### config.mk
export PLATFORM = sky130hd
export DESIGN_NAME = supply_supervisor
export DESIGN_NICKNAME = d
export VERILOG_FILES = /design/src/rtl/supv_pkg.sv /design/src/rtl/supv_hold_filter.sv /design/src/rtl/supv_blank_timer.sv /design/src/rtl/supply_supervisor.sv
export SDC_FILE = /design/constraint.sdc
export NUM_CORES = 1
export LEC_CHECK = 0
export CORE_MARGIN = 4
export CORE_UTILIZATION = 66
export DETAILED_ROUTE_END_ITERATION = 8
export PLACE_DENSITY_LB_ADDON = 0.08
export SLEW_MARGIN = 30
export SYNTH_ARGS = -nofsm -noshare
export SYNTH_HDL_FRONTEND = slang
export SYNTH_SLANG_ARGS = --single-unit
### constraint.sdc
create_clock -name clk -period 3.4 [get_ports clk]
set_input_delay 0.34 -clock clk [delete_from_list [all_inputs] [get_ports clk]]
set_output_delay 0.34 -clock clk [all_outputs]
set_load 0.02 [all_outputs]
### src/rtl/supv_pkg.sv
package supv_pkg;
    typedef enum logic [1:0] {
        ST_BLANK      = 2'd0,
        ST_RUN        = 2'd1,
        ST_LATCHED    = 2'd2,
        ST_REMOTE_OFF = 2'd3
    } supv_state_t;
endpackage

### src/rtl/supv_hold_filter.sv
// Level qualifier: the output takes the input's value only after the input
// has differed from it for DLY consecutive clock edges.
module supv_hold_filter #(
    parameter int   DLY     = 4,
    parameter logic RST_VAL = 1'b0
) (
    input  logic clk,
    input  logic rst_n,
    input  logic in_lvl,
    output logic q_lvl
);
    localparam int CW = (DLY > 1) ? $clog2(DLY) : 1;
    localparam logic [CW-1:0] LAST = CW'(DLY - 1);

    logic [CW-1:0] cnt;

    always_ff @(posedge clk or negedge rst_n) begin
        if (!rst_n) begin
            q_lvl <= RST_VAL;
            cnt   <= '0;
        end else if (in_lvl == q_lvl) begin
            cnt <= '0;
        end else if (cnt == LAST) begin
            q_lvl <= in_lvl;
            cnt   <= '0;
        end else begin
            cnt <= cnt + 1'b1;
        end
    end

    AST_HOLD_STABLE: assert property (@(posedge clk) disable iff (!rst_n)
        (in_lvl == q_lvl) |=> $stable(q_lvl));
    AST_CNT_BOUND: assert property (@(posedge clk) disable iff (!rst_n)
        (cnt <= LAST));
endmodule

### src/rtl/supv_blank_timer.sv
// Counts the blanking window while enabled; clears whenever disabled.
module supv_blank_timer #(
    parameter int CYCLES = 8
) (
    input  logic clk,
    input  logic rst_n,
    input  logic run,
    output logic done
);
    localparam int CW = (CYCLES > 1) ? $clog2(CYCLES) : 1;
    localparam logic [CW-1:0] LAST = CW'(CYCLES - 1);

    logic [CW-1:0] cnt;

    always_ff @(posedge clk or negedge rst_n) begin
        if (!rst_n)           cnt <= '0;
        else if (!run)        cnt <= '0;
        else if (cnt != LAST) cnt <= cnt + 1'b1;
    end

    assign done = run && (cnt == LAST);

    AST_BLANK_BOUND: assert property (@(posedge clk) disable iff (!rst_n)
        (cnt <= LAST));
endmodule

### src/rtl/supply_supervisor.sv
module supply_supervisor
    import supv_pkg::*;
#(
    parameter int NRAIL     = 3,
    parameter int BLANK_CYC = 60_000_000,
    parameter int OV_CYC    = 20_000,
    parameter int REM_CYC   = 10_000_000,
    parameter int PG_CYC    = 60_000_000
) (
    input  logic             clk,
    input  logic             rst_n,
    input  logic [NRAIL-1:0] ov_rail,
    input  logic             ov_aux,
    input  logic [NRAIL-1:0] uv_rail,
    input  logic             pwr_in_ok,
    input  logic             remote_req,
    output logic             fault_off,
    output logic             range_warn
);
    supv_state_t state_q, state_d;

    logic ov_any, uv_any, bad_any;
    logic ov_qual, rem_q, pg_q, blank_done;

    assign ov_any  = (|ov_rail) | ov_aux;
    assign uv_any  = |uv_rail;
    assign bad_any = ov_any | uv_any | ~pwr_in_ok;

    supv_hold_filter #(.DLY(OV_CYC), .RST_VAL(1'b0)) u_ov_filt (
        .clk(clk), .rst_n(rst_n), .in_lvl(ov_any), .q_lvl(ov_qual));

    supv_hold_filter #(.DLY(REM_CYC), .RST_VAL(1'b0)) u_rem_filt (
        .clk(clk), .rst_n(rst_n), .in_lvl(remote_req), .q_lvl(rem_q));

    supv_hold_filter #(.DLY(PG_CYC), .RST_VAL(1'b1)) u_pg_filt (
        .clk(clk), .rst_n(rst_n), .in_lvl(bad_any), .q_lvl(pg_q));

    supv_blank_timer #(.CYCLES(BLANK_CYC)) u_blank (
        .clk(clk), .rst_n(rst_n), .run(state_q == ST_BLANK), .done(blank_done));

    always_ff @(posedge clk or negedge rst_n) begin
        if (!rst_n) state_q <= ST_BLANK;
        else        state_q <= state_d;
    end

    always_comb begin
        state_d = state_q;
        unique case (state_q)
            ST_BLANK: begin
                if (rem_q)           state_d = ST_REMOTE_OFF;
                else if (ov_qual)    state_d = ST_LATCHED;
                else if (blank_done) state_d = ST_RUN;
            end
            ST_RUN: begin
                if (rem_q)                 state_d = ST_REMOTE_OFF;
                else if (ov_qual | uv_any) state_d = ST_LATCHED;
            end
            ST_LATCHED: begin
                if (rem_q) state_d = ST_REMOTE_OFF;
            end
            ST_REMOTE_OFF: begin
                if (!rem_q) state_d = ST_BLANK;
            end
            default: state_d = ST_BLANK;
        endcase
    end

    always_comb begin
        fault_off  = (state_q == ST_LATCHED) || (state_q == ST_REMOTE_OFF);
        range_warn = pg_q | rem_q;
    end

    AST_REMOTE_TAKES_OVER: assert property (@(posedge clk) disable iff (!rst_n)
        rem_q |=> (state_q == ST_REMOTE_OFF));
    AST_LATCH_HOLDS: assert property (@(posedge clk) disable iff (!rst_n)
        (state_q == ST_LATCHED && !rem_q) |=> (state_q == ST_LATCHED));
    AST_UV_TRIPS: assert property (@(posedge clk) disable iff (!rst_n)
        (state_q == ST_RUN && uv_any && !rem_q) |=> (state_q == ST_LATCHED));
    AST_UV_BLANKED: assert property (@(posedge clk) disable iff (!rst_n)
        (state_q == ST_BLANK && !ov_qual && !rem_q && !blank_done)
            |=> (state_q == ST_BLANK));
    AST_RELEASE_REBLANKS: assert property (@(posedge clk) disable iff (!rst_n)
        (state_q == ST_REMOTE_OFF && !rem_q) |=> (state_q == ST_BLANK));
endmodule

==> results of run 1 <==
## per-stage QoR
stage                util  hold slack (ns)  instance area [um^2]  total power [mW]
floorplan               -           0.0444                  4950              1.62
global placement    0.706            0.440                  5120              1.72
detailed placement  0.706            0.458                  5120              1.75
CTS                 0.730            0.157                  5290              2.41
global route        0.731           0.0467                  5300              2.53
finish              0.731          -0.0195                  5300              2.39
## area by class of cell
| class | count | area, um^2 | area share |
|---|---|---|---|
| Multi-Input combinational cell | 395 | 2440 | 0.459 |
| Sequential cell | 96 | 2400 | 0.453 |
| Timing Repair Buffer | 14 | 136 | 0.0257 |
| Clock buffer | 9 | 124 | 0.0234 |
| Tap cell | 99 | 124 | 0.0234 |
| Clock inverter | 6 | 46.3 | 0.00873 |
| Inverter | 9 | 33.8 | 0.00637 |
## cell usage in the layout, fill, tap and decap left out, types with 16 or more instances in the layout
master,n
and3_1,17
nand3_1,46
nor3_1,20
and2_1,18
dfrtp_1,95
nor2_1,78
nand2_1,40
xnor2_1,33
xor2_1,44
nand4_1,16
## registers in the layout, indices dropped and copies added, names as in the netlist
register / cells
u_ov_filt.q_lvl: 1
u_rem_filt.cnt: 24
u_rem_filt.q_lvl: 1
state_q: 2
u_blank.cnt: 26
u_pg_filt.q_lvl: 1
u_ov_filt.cnt: 15
u_pg_filt.cnt: 26
## routing by layer
metal  vias to the layer above  global-route usage
met2                        54               0.368
met5                         -                   0
met3                        11              0.0279
met1                      1781               0.306
met4                         0              0.0793
li1                       1785                   -
## cell families after synthesis
group / count (synthesis) / share of synthesized area
AO/OA/AOI/OAI: 21 / 0.0286
XOR/XNOR: 77 / 0.136
multiplexers: 6 / 0.0124
adder cells (fa/ha/maj): 8 / 0.0202
AND/OR/NAND/NOR: 283 / 0.294
buffers and inverters: 26 / 0.0230
flip-flops: 96 / 0.486
## worst reg2reg max path, delay by kind of cell (launching register included)
kind | cells | cell delay, ns
AO/OA/AOI/OAI | 1 | 0.27
flip-flops | 1 | 0.45
AND/OR/NAND/NOR | 4 | 1.35
## worst max-delay path by stage
stage	from	endpoint	slack, ns	depth (start not counted)
4_1_cts	state_q[0]$_DFFE_PN0P_	fault_off	1.07	4
5_1_grt	state_q[0]$_DFFE_PN0P_	fault_off	1.01	4
3_3_place_gp	ov_rail[1]	u_pg_filt.cnt[20]$_DFF_PN0_	1.07	6
3_5_place_dp	ov_rail[1]	u_pg_filt.cnt[3]$_DFF_PN0_	0.97	6
6_report	state_q[0]$_DFFE_PN0P_	fault_off	1.10	4
2_1_floorplan	u_blank.cnt[18]$_DFFE_PN0P_	state_q[1]$_DFFE_PN0P_	1.44	5
## where the power goes
| group | switching [mW] | total, mW | internal (mW) |
|---|---|---|---|
| combinational | 0.231 | 0.420 | 0.190 |
| sequential | 0.0840 | 1.30 | 1.22 |
| clock | 0.401 | 0.667 | 0.266 |
| total | 0.716 | 2.39 | 1.67 |
==> summary.md, run 1 <==
| Metric | Value |
|---|---|
| Register bit total from synthesis | 96 |
| Met3 wire length | approximately 220 um |
| Crit Path Max Fanout | 5 |
| Number of synthesized flops with an enable pin | 0 |
| Setup ws final | about 1.1 ns |
| Total CTS buffers | 9 |
| Post-CTS sizing | 0 |
| I/O pin count | 13 |
| IO Port Bufs | 12 |
| Final wirelength | 8.89 mm |
| Final Hold Viols | 9 |
| Initial DRT Pass Iterations | 4 |
| Post-CTS Setup Inserts | 0 |
| DR WL met2 | 4.38 mm |
| Crit Path Category | register to primary output |
| Clock latency on the worst-skew pair | 0.36 ns |
| Routed WL per cell | ~14 um |
| GR Overflow Total | 0 |
| Synth area leader | dfrtp_1 |
| Setup Viol. Count Final | 0 |
| Max clock buf depth | 2 |
| Die height | 94.6 um |
| Commonest cells in the synthesized netlist | dfrtp_1 (95), nor2_1 (78), nand3_1 (46) |
| # H-tree levels | 3 |
| Clock transition at the registers of the reported paths | 0.10 ns |
| Worst Path Arrival | 1.96 ns |
| M1 WL | 4.16 mm |
| Final setup skew | 0.0130 ns |
| Vias in the first global route | 3530 |
| Die X | 94.6 um |
| Power per cell area | 451 mW/mm^2 |
| Antenna diode count | 0 |
| Slowest cell on crit path | clkdlybuf4s50_1 |
| First-pass GRT wire length | 16.0 mm |
| R2r setup slk | 1.24 ns |
| Initial DRC count | 172 |
| Vias/cell | 5.78 |
| Worst setup SP type | register |
| Worst-margin pin slew | 0.749 ns |
| Post-synthesis area per instance | 9.57 um^2 |
| Die area | between 0.008 and 0.009 mm^2 |
| Num rows | 31 |
| Largest net degree at the start of global routing | 78 |
| Critical path required time | slightly above 3 ns |
| CP Capture Type | primary output |
| CORE AREA | slightly above 0.007 mm^2 |
| Worst r2r src | u_blank.cnt[3]$_DFFE_PN0P_ |
| CP cell instances | inv_1 > ha_1 > or2_2 > clkdlybuf4s50_1 |
| Count of buffer and inverter cells on the critical path | 2 |
| Total track usage | 0.223 |
| Synth warnings | 0 |
| Final setup TNS | 0 ns |
| Via count | 3631 |
| # hold bufs at CTS | 0 |
| FILL cells | 573 |
| Delay-heaviest family, CP | buffers and inverters |
| Max_slew headroom | 0.497 |
| Fin crit period | around 2.3 ns |
| Post-DRT Antenna Nets | 0 |
| Synthesized cell area | 0.00495 mm^2 |
| Fin cells | ~630 |
| RSZ-0062 raised after global routing | false |
| Clock sinks | 96 |
| WHS | -0.0195 ns |
| Syn_nets | between 500 and 600 |
| Worst hold path class | primary input to async pin |
| Netlist cell types | 41 |
| Max-cap violations | 0 |
| Final nets | 544 |
| Initial Util | 0.682 |
| Synth top area cells | dfrtp_1 (48%), xor2_1 (7.8%), nor2_1 (5.9%), xnor2_1 (5.8%), nand3_1 (4.7%) |
| Most common cell in the netlist | dfrtp_1 |
| Leakage | between 2 and 2.5 nW |
| Max Slew Vio Count | 0 |
| Share of cells above drive strength 1 | 0.0567 |
| R2r endpoint | u_blank.cnt[4]$_DFFE_PN0P_ |
| Sequential-to-total area share from yosys stat | 0.486 |
| Ys flop type | dfrtp_1 |
| DP HPWL | 6.24 mm |
| Status | complete, but fails checks |
| Top Layer Used | met4 |
| Pre-CTS setup slack | 0.965 ns |
| Peak VDD IR | about 360 uV |
| Ys async rst share | 1.00 |
| Fmax | 435 MHz |
| Placed Cells | 613 |
| Initial antenna violation count | 0 |
| Register-to-Register Path Depth | 5 |
| Final period util | 0.677 |
| Failing checks | negative hold slack |
| Remaining DRCs | 0 |
| CTS tree | built |
| Clock root cell | clkbuf_8 |
| P&R area growth vs syn | 7.21% |
| Post-Synthesis Cells | 517 |
| Max incr delay on CP | 0.54 ns |
| Placer congestion estimate | 0.853 |
| Top cell type's share of synthesized area | 0.481 |
Power figures use the tool's default switching activity.
==> run 2: changes to the inputs <==
CORE_UTILIZATION = 56   (was 66)
clock period = 1.9 ns   (was 3.4 ns; I/O delays follow)
==> run 2 against run 1 <==
  * The flow now finishes without violations
  * Critical path depth up 1
  * Wire length up 4.6%
  * Final area increased by 8.7%
  * Final cell count grew 8.6%
  * Combinational power is 99% higher
  * Count of clock-buffer cells in the layout up 1
  * Via count rose by 2.1%
  * Power grew 88%
  * Die area is 16% higher
  * Setup slack lost 1.0 ns
  * Critical path type is now register to register
  * Critical endpoint is now state_q[1]$_DFFE_PN0P_
  * Largest cell class unchanged
  * Largest power group unchanged
==> summary.md, run 2 (synthesis results as in run 1) <==
| Metric | Value |
|---|---|
| Status | complete, no violations |
| Count of buffer and inverter cells on the critical path | 0 (-2) |
| Fmax | approximately 550 MHz |
| DP HPWL | 6.46 mm (+3.4%) |
| CORE AREA | 0.00868 mm^2 (+20%) |
| Final Cell Area | 0.00576 mm^2 (+8.7%) |
| Max clock buf depth | 2 (unchanged) |
| Worst setup SP type | register |
| P&R area growth vs syn | 16.5% |
| Largest net degree at the start of global routing | 37 (-53%) |
| Via count | 3708 (+2.1%) |
| Final Hold Viols | 0 (-9) |
| Worst r2r src | u_blank.cnt[10]$_DFFE_PN0P_ |
| Seq pwr share | 0.516 (-0.029) |
| Setup Viol. Count Final | 0 (unchanged) |
| Top Registers | u_blank.cnt (26), u_pg_filt.cnt (26), u_rem_filt.cnt (24) |
| Capture point of the worst path | state_q[1]$_DFFE_PN0P_ |
| Initial Util | 0.570 (-0.112) |
| Slowest cell on crit path | or4_4 |
| Vias/cell | 5.44 (-6.0%) |
| Die X | 102 um (+7.8%) |
| Peak VDD IR | 616 uV (+71%) |
| Clock root cell | clkbuf_8 |
| Final nets | 588 (+8.1%) |
| Final period util | 0.949 |
| Most common cell after layout, fill and taps aside | dfrtp_1 |
| Final setup TNS | 0 ns (unchanged) |
| Die height | 102 um (+7.8%) |
| Post-DP Area | 0.00551 mm^2 (+7.5%) |
| R2r setup slk | 0.1 ns (-1.14 ns) |
| # H-tree levels | 3 (unchanged) |
| Total CTS buffers | 9 (unchanged) |
| Initial antenna violation count | 0 (unchanged) |
| Clock sinks | 96 (unchanged) |
| Register-to-Register Path Depth | 5 (unchanged) |
| Internal power | 3.19 mW (+91%) |
| Switching Fraction | 0.291 (-0.00887) |
| Max_slew headroom | 0.664 (+0.167) |
| R2r endpoint | state_q[1]$_DFFE_PN0P_ |
| CP cell instances | nand2_1 > or4_4 > or3_4 > and3_4 > a211o_1 |
| Sw Pwr | 1.31 mW (+83%) |
| Num rows | 34 (+9.7%) |
| Clock latency on the worst-skew pair | 0.36 ns (about the same) |
| Leakage | 2.63 nW (+12%) |
| Critical path required time | 2.15 ns (-0.91 ns) |
| Die area | 0.0104 mm^2 (+16%) |
| Final setup skew | 0.0173 ns (+0.00429 ns) |
| Final wirelength | 9.30 mm (+4.6%) |
| Vias in the first global route | 3685 (+4.4%) |
| Post-DRT Antenna Nets | 0 (unchanged) |
| Critical Path Stages | 5 (+1) |
| Combinational share of power | 0.185 (+0.009) |
| Clock transition at the registers of the reported paths | 0.10 ns (about the same) |
| I/O pin count | 13 (unchanged) |
| Max incr delay on CP | 0.53 ns (about the same) |
| Max Slew Vio Count | 0 (unchanged) |
| CP Capture Type | register |
| Antenna diode count | 0 (unchanged) |
| Max-cap violations | 0 (unchanged) |
| Remaining DRCs | 0 (unchanged) |
| GR Overflow Total | 0 (unchanged) |
| Share of cells above drive strength 1 | 0.141 (+0.0844) |
| Initial DRC count | 121 (-30%) |
| CTS tree | built |
| Crit Path Max Fanout | 3 (-2) |
| Worst-margin pin slew | 0.500 ns (-0.249 ns) |
| IO Port Bufs | 12 (unchanged) |
| Power per cell area | 781 mW/mm^2 (+73%) |
| Initial DRT Pass Iterations | 4 (unchanged) |
| Worst Path Arrival | 2.05 ns (+0.09 ns) |
| Placer congestion estimate | 0.790 (-7.3%) |
| Worst hold path class | primary input to async pin |
| Routed WL per cell | 13.6 um (-3.6%) |
| Clock Power Share | 0.299 (+0.020) |
| Delay-heaviest family, CP | simple AND/OR/NAND/NOR gates |
| Worst setup path startpoint | u_blank.cnt[10]$_DFFE_PN0P_ |
| First-pass GRT wire length | 16.5 mm (+3.1%) |
| Crit Path Category | register to register |
| Most frequent cells in the layout | dfrtp_1 (95), nor2_1 (78), nand3_1 (45) |
| Total track usage | 0.196 (-0.0269) |
| Fin crit period | 1.80 ns |
| Final Core Density | 0.664 (-0.0672) |
## run 2: cell types whose count changed in the layout (fill, tap and decap cells not counted), moves of 2 or more
cell / previous run / this run
buf_12: 0 / 4
buf_4: 2 / 41
clkdlybuf4s50_1: 11 / 9
nor4_1: 13 / 11
## run 2: power groups by stage
stage	Clock, mW	Sequential (mW)	Combinational (mW)
finish	1.34	2.32	0.834
global route	1.47	2.34	0.942
CTS	1.38	2.32	0.855
detailed placement	0	2.36	0.829
global placement	0	2.35	0.810
floorplan	0	2.33	0.560
## run 2: worst min-delay path by stage
stage / from / to / slack [ns]
2_1_floorplan: rst_n / state_q[0]$_DFFE_PN0P_ / -0.11
3_3_place_gp: rst_n / u_blank.cnt[22]$_DFFE_PN0P_ / 0.18
3_5_place_dp: rst_n / u_blank.cnt[21]$_DFFE_PN0P_ / 0.17
4_1_cts: rst_n / u_blank.cnt[21]$_DFFE_PN0P_ / 0.31
5_1_grt: rst_n / u_blank.cnt[21]$_DFFE_PN0P_ / 0.32
6_report: rst_n / u_blank.cnt[21]$_DFFE_PN0P_ / 0.30
## run 2: through the flow
| stage | std cells | setup WS [ns] | power (mW) | hold slack [ns] |
|---|---|---|---|---|
| finish | 682 | 0.0961 | 4.50 | 0.300 |
| global route | 682 | -0.00412 | 4.75 | 0.316 |
| CTS | 682 | 0.00494 | 4.55 | 0.313 |
| detailed placement | 664 | -0.0939 | 3.19 | 0.172 |
| global placement | 664 | -0.0157 | 3.16 | 0.179 |
| floorplan | 517 | 0.0214 | 2.89 | -0.106 |
## run 2: layout make-up
type / instances / area, um^2
fill: 753 / 2920
multi-input combinational: 395 / 2480
sequential: 96 / 2400
timing repair buffer: 58 / 513
tap: 108 / 135
clock buffer: 10 / 128
clock inverter: 6 / 68.8
inverter: 9 / 33.8
## run 2: what timing repair did
action                                  4_1_cts  5_1_grt
setup buffers                                 1        0
resized for setup                             4       10
hold endpoints to repair                     30        0
hold buffers                                  1        0
pin swaps                                     0        2
cloned                                        0        0
endpoints found under the setup margin        2       57
## run 2: layer usage
layer  global-route usage  routed length (um)
met5                    0                   0
met4               0.0505                  94
met3               0.0437                 207
met2                0.323                4510
met1                0.264                4490
==> run 3: changes to the inputs <==
CTS_CLUSTER_SIZE = 16   (was not set)
==> results of run 3 <==
Final layout, timing and power as in run 2 (identical DEF).
